[src/rtl/iso_attach_pkg.sv]
package iso_attach_pkg;

    typedef enum logic [1:0] {
        LINK_DETACHED = 2'd0,
        LINK_ATTACHED = 2'd1,
        LINK_HOLD     = 2'd2,
        LINK_FAULT    = 2'd3
    } link_state_e;

    typedef enum logic [1:0] {
        LT_RELEASED = 2'd0,
        LT_ARMED    = 2'd1,
        LT_DRAIN    = 2'd2
    } loss_state_e;

endpackage

[src/rtl/iso_loss_timer.sv]
module iso_loss_timer
    import iso_attach_pkg::*;
#(
    parameter int LOSS_TICKS = 32
) (
    input  logic clk,
    input  logic rst_n,
    input  logic pwr_ok,
    input  logic bit_tick,
    output logic expire
);

    localparam int CW = $clog2(LOSS_TICKS + 1);
    localparam logic [CW-1:0] LAST = CW'(LOSS_TICKS - 1);

    loss_state_e     st_q, st_d;
    logic [CW-1:0]   cnt_q, cnt_d;

    // state register
    always_ff @(posedge clk or negedge rst_n) begin
        if (!rst_n) begin
            st_q  <= LT_RELEASED;
            cnt_q <= '0;
        end else begin
            st_q  <= st_d;
            cnt_q <= cnt_d;
        end
    end

    // next state: power present re-arms and clears the count
    always_comb begin
        st_d  = st_q;
        cnt_d = cnt_q;
        if (pwr_ok) begin
            st_d  = LT_ARMED;
            cnt_d = '0;
        end else begin
            unique case (st_q)
                LT_ARMED: begin
                    st_d  = LT_DRAIN;
                    cnt_d = '0;
                end
                LT_DRAIN: begin
                    if (bit_tick) begin
                        if (cnt_q == LAST) begin
                            st_d  = LT_RELEASED;
                            cnt_d = '0;
                        end else begin
                            cnt_d = cnt_q + 1'b1;
                        end
                    end
                end
                LT_RELEASED: begin
                    st_d = LT_RELEASED;
                end
                default: begin
                    st_d  = LT_RELEASED;
                    cnt_d = '0;
                end
            endcase
        end
    end

    // outputs
    always_comb begin
        expire = (st_q == LT_DRAIN) && !pwr_ok && bit_tick && (cnt_q == LAST);
    end

endmodule

[src/rtl/iso_strap_latch.sv]
module iso_strap_latch (
    input  logic clk,
    input  logic rst_n,
    input  logic strap,
    output logic pd_en
);

    logic taken_q;
    logic value_q;

    always_ff @(posedge clk or negedge rst_n) begin
        if (!rst_n) begin
            taken_q <= 1'b0;
            value_q <= 1'b0;
        end else if (!taken_q) begin
            taken_q <= 1'b1;
            value_q <= strap;
        end
    end

    always_comb begin
        pd_en = value_q;
    end

endmodule

[src/rtl/iso_attach_fsm.sv]
module iso_attach_fsm
    import iso_attach_pkg::*;
(
    input  logic clk,
    input  logic rst_n,
    input  logic up_pwr_ok,
    input  logic dn_pwr_ok,
    input  logic pu_req,
    input  logic up_fs_sel,
    input  logic dn_fs_sel,
    input  logic hold_expire,
    output logic pu_dp_en,
    output logic pu_dm_en,
    output logic link_off,
    output logic spd_err
);

    link_state_e st_q, st_d;
    logic        mismatch;
    logic        pull;

    assign mismatch = up_fs_sel ^ dn_fs_sel;

    // state register
    always_ff @(posedge clk or negedge rst_n) begin
        if (!rst_n) st_q <= LINK_DETACHED;
        else        st_q <= st_d;
    end

    // transitions
    always_comb begin
        st_d = st_q;
        if (st_q != LINK_FAULT && mismatch) begin
            st_d = LINK_FAULT;                       // mismatch
        end else begin
            unique case (st_q)
                LINK_DETACHED: begin
                    if (pu_req && up_pwr_ok && dn_pwr_ok)
                        st_d = LINK_ATTACHED;        // attach
                end
                LINK_ATTACHED: begin
                    if (!up_pwr_ok)      st_d = LINK_DETACHED;   // host_loss
                    else if (!dn_pwr_ok) st_d = LINK_HOLD;       // far_loss
                    else if (!pu_req)    st_d = LINK_DETACHED;   // withdraw
                end
                LINK_HOLD: begin
                    if (!up_pwr_ok)      st_d = LINK_DETACHED;   // host_loss
                    else if (dn_pwr_ok)  st_d = pu_req ? LINK_ATTACHED
                                                       : LINK_DETACHED; // recover
                    else if (hold_expire) st_d = LINK_DETACHED;  // expire
                end
                LINK_FAULT: begin
                    st_d = LINK_FAULT;
                end
                default: st_d = LINK_DETACHED;
            endcase
        end
    end

    // outputs
    always_comb begin
        pull     = (st_q == LINK_ATTACHED) || (st_q == LINK_HOLD);
        pu_dp_en = pull && up_fs_sel;
        pu_dm_en = pull && !up_fs_sel;
        link_off = !pull;
        spd_err  = (st_q == LINK_FAULT);
    end

endmodule

[src/rtl/iso_attach_sup.sv]
module iso_attach_sup #(
    parameter int LOSS_TICKS = 32
) (
    input  logic clk,
    input  logic rst_n,
    input  logic up_pwr_ok,
    input  logic dn_pwr_ok,
    input  logic pu_req,
    input  logic pd_strap,
    input  logic up_fs_sel,
    input  logic dn_fs_sel,
    input  logic bit_tick,
    output logic pu_dp_en,
    output logic pu_dm_en,
    output logic pd_en,
    output logic up_drv_off,
    output logic dn_drv_off,
    output logic spd_err
);

    localparam int SIDES = 2;   // index 0 watches host power, 1 watches peripheral power

    logic [SIDES-1:0] watch;
    logic [SIDES-1:0] expire_w;
    logic [SIDES-1:0] forced;
    logic             link_off;

    assign watch = {dn_pwr_ok, up_pwr_ok};

    for (genvar s = 0; s < SIDES; s++) begin : g_side
        logic forced_q;

        iso_loss_timer #(.LOSS_TICKS(LOSS_TICKS)) u_timer (
            .clk      (clk),
            .rst_n    (rst_n),
            .pwr_ok   (watch[s]),
            .bit_tick (bit_tick),
            .expire   (expire_w[s])
        );

        always_ff @(posedge clk or negedge rst_n) begin
            if (!rst_n)           forced_q <= 1'b1;
            else if (watch[s])    forced_q <= 1'b0;
            else if (expire_w[s]) forced_q <= 1'b1;
        end

        assign forced[s] = forced_q;
    end

    iso_strap_latch u_strap (
        .clk   (clk),
        .rst_n (rst_n),
        .strap (pd_strap),
        .pd_en (pd_en)
    );

    iso_attach_fsm u_fsm (
        .clk         (clk),
        .rst_n       (rst_n),
        .up_pwr_ok   (up_pwr_ok),
        .dn_pwr_ok   (dn_pwr_ok),
        .pu_req      (pu_req),
        .up_fs_sel   (up_fs_sel),
        .dn_fs_sel   (dn_fs_sel),
        .hold_expire (expire_w[1]),
        .pu_dp_en    (pu_dp_en),
        .pu_dm_en    (pu_dm_en),
        .link_off    (link_off),
        .spd_err     (spd_err)
    );

    assign up_drv_off = link_off | forced[1];
    assign dn_drv_off = forced[0];

endmodule

[config.mk]
export PLATFORM = sky130hd
export DESIGN_NAME = iso_attach_sup
export DESIGN_NICKNAME = d
export VERILOG_FILES = /design/src/rtl/iso_attach_pkg.sv /design/src/rtl/iso_loss_timer.sv /design/src/rtl/iso_strap_latch.sv /design/src/rtl/iso_attach_fsm.sv /design/src/rtl/iso_attach_sup.sv
export SDC_FILE = /design/constraint.sdc
export NUM_CORES = 1
export LEC_CHECK = 0
export BUFFER_PORTS_ARGS = -buffer_cell sky130_fd_sc_hd__buf_2
export CAP_MARGIN = 15
export CORE_MARGIN = 8
export CORE_UTILIZATION = 49
export CTS_BUF_LIST = sky130_fd_sc_hd__clkbuf_4 sky130_fd_sc_hd__clkbuf_8
export CTS_CLUSTER_SIZE = 28
export DETAILED_ROUTE_END_ITERATION = 10
export PLACE_DENSITY = 0.74
export SYNTH_ARGS = -nofsm -noshare
export SYNTH_HDL_FRONTEND = slang
export SYNTH_SLANG_ARGS = --single-unit
[constraint.sdc]
create_clock -name clk -period 2.04 [get_ports clk]
set_input_delay 0.102 -clock clk [delete_from_list [all_inputs] [get_ports clk]]
set_output_delay 0.102 -clock clk [all_outputs]
set_load 0.01 [all_outputs]
==> out/metrics.cfg <==
[status]
status = finished clean

[logic_synthesis]
synthCells = 123
synth.avg_cell_area_um2 = 10.0
synth-seq-area-share = 0.448
synth_edf_count = 0
yosys-top-cells-count = 20 x dfrtp_1, 11 x nor2_1, 10 x nand2_1
yosysTopAreaCell = dfrtp_1
synth_area_um2 = 1230
ys_warn_count = 0
synth_flop_cell = dfrtp_1
synth_top_area_frac = 0.405
synth_most_common_cell = dfrtp_1
syn_nets = 139
async_flop_share = 1.00
synth.area.top_cells = dfrtp_1 41%, ha_1 7.1%, dfstp_2 4.3%, nor2_1 3.3%, a21oi_1 3.2%
yosys.cell_types.count = 45
ys_seq_elements = 22

[sta]
period_share = 0.793
hold_viol = 0
rsz0062_at_grt = false
max_freq_ghz = 0.618
fin_skew_ns = 0.00347
fin_crit_ns = 1.62
finalSetupTns_ns = 0
setup_violations = 0
slew_violations = 0
setup_slack_ns = 0.422

[critical_path]
path_class = flop to flop
cp.required_ns = 2.24
start_kind = flop
worstPathMaxFanout = 4
cp_slowest_cell = dfrtp_1
arrival_ns = 1.82
cp-end-kind = flop
critPathMaxStageDelay_ns = 0.42
crit_path_cell_trace = inv_1 > ha_1 > and3b_2 > o21ai_1 > nand4_1 > a2bb2o_1

[global_routing]
grt_max_degree = 23
grt_overflow = 0
first_global_vias = 976
grt_pass1_wl_mm = 4.04
grtUsageTotal = 0.115
antenna_found_initial = 0

[clock_network]
cts_sinks = 22
numCtsBuffers = 3
clkTransAtPathRegs_ns = 0.12
cts-resized-gates = 0
cts.path.max_buffers = 2
cts-root-buf = clkbuf_4
clk_latency_ns = 0.30
cts_max_level = 1
post_cts_buffers = 0
cts_tree = built
cts_hold_buffers = 3

[floorplan]
io_pins = 15
core_um2 = 2430
die_x_um = 66.2
die_area_um2 = 4380
die_y_um = 66.2
row_count = 18
initial_core_util = 0.508

[final_layout]
drive_gt1_frac = 0.196
fillers = 220
area_delta_synth_final_pct = 11.3
fin_nets = 155
n_antenna_cell = 0

[drt]
vias = 952
drcViolationCount = 0
ant_nets = 0
drtIter0Drc = 27
viasPerCell = 5.67
dr.pass1.iters = 4
routedWlPerCell_um = 13.8
wl_mm = 2.31

[min_path]
hold_path.class = input port to flop

[power]
power_leakage_nw = 0.615
p_comb_frac = 0.290
swShare = 0.295
power_frac_seq = 0.427
p_switching_mw = 0.343
pwr-share-clk = 0.283
peakVddDrop_uv = 588
p_int_mw = 0.817
p_per_area_nw_per_um2 = 843

[placement]
place_hpwl_mm = 1.80
dp_worst_setup_slack_ns = 0.436
io_buffers = 14
gp_congestion = 0.818

[flow_run]
cap_violations = 0

[power groups by stage]
stage	registers, mW	logic (mW)	clock network (mW)
6_report	0.495	0.336	0.329
5_1_grt	0.497	0.378	0.350
4_1_cts	0.493	0.342	0.339
3_5_place_dp	0.501	0.335	0
3_3_place_gp	0.498	0.317	0
2_1_floorplan	0.496	0.230	0
[critical path: cells and delay by family, from the launching register on]
family	cells	cell delay [ns]
AO/OA/AOI/OAI	2	0.44
flip-flops	1	0.42
buffers and inverters	1	0.10
adder cells (fa/ha/maj)	1	0.21
AND/OR/NAND/NOR	2	0.34
[state kept, by name, summed over array words and instances (netlist names)]
name,cells
dn_drv_off,1
u_strap.pd_en,1
g_side.u_timer.st_q,4
g_side.u_timer.cnt_q,12
u_fsm.st_q,2
u_strap.taken_q,1
g_side.forced_q,1
[cells by family after synthesis]
group / count (synthesis) / synth area share
xor+xnor: 5 / 0.0355
buf+inv: 11 / 0.0557
other cells: 1 / 0.00304
simple gates: 48 / 0.209
mux: 3 / 0.0253
flops: 22 / 0.448
fa+ha+maj: 7 / 0.0709
compound gates: 26 / 0.153
[metal layers]
layer | track usage | vias up | wire, um
met3 | 0.0305 | 2 | 95
li1 | - | 466 | -
met2 | 0.210 | 23 | 1170
met4 | 0.0347 | 0 | 10
met5 | 0 | - | 0
met1 | 0.126 | 461 | 1040
[stage by stage]
stage	power (mW)	util	cell area, um2	std cells	hold slack, ns
CTS	1.17	0.565	1380	168	0.00561
global route	1.23	0.565	1380	168	0.0189
floorplan	0.726	-	1230	123	-0.194
finish	1.16	0.565	1380	168	0.0181
global placement	0.815	0.531	1290	161	0.0897
detailed placement	0.836	0.531	1290	161	0.0900
[final timing paths]
check | from | to | slack (ns) | cells past startpoint
setup / recovery | u_fsm.st_q[0] | u_fsm.st_q[0] | 0.42 | 6
hold / removal | pd_strap | u_strap.pd_en | 0.02 | 2
setup reg to reg | u_fsm.st_q[0] | u_fsm.st_q[0] | 0.42 | 6
hold reg to reg | u_strap.taken_q | u_strap.pd_en | 0.52 | 1
max in group asynchronous | rst_n | g_side[1].forced_q | 1.42 | 2
min in group asynchronous | rst_n | g_side[0].u_timer.cnt_q[5] | 0.27 | 2
[layout make-up]
cell class              count  area (um2)  share of cell area
multi-input cells          90         613               0.446
clock inverters             1        30.0              0.0218
clock buffers               3        22.5              0.0164
inverters                   5        18.8              0.0136
flip-flops and latches     22         553               0.402
well taps                  30        37.5              0.0273
repair buffers             17         100              0.0728
[layout by cell type (no fill, tap or decap), types with 2 or more instances in the layout]
cell type,instances
nand2b_1,2
clkbuf_4,3
xor2_1,4
a211o_1,2
nand4b_1,2
inv_1,5
nor2_1,11
nand4_1,3
nand3_1,6
nand2_1,10
dfrtp_1,20
a211oi_1,2
o21ai_0,2
dlygate4sd3_1,3
or3_1,4
mux2i_1,2
dfstp_2,2
ha_1,7
buf_2,14
a21oi_1,8
(Power assumes the default switching activity.)
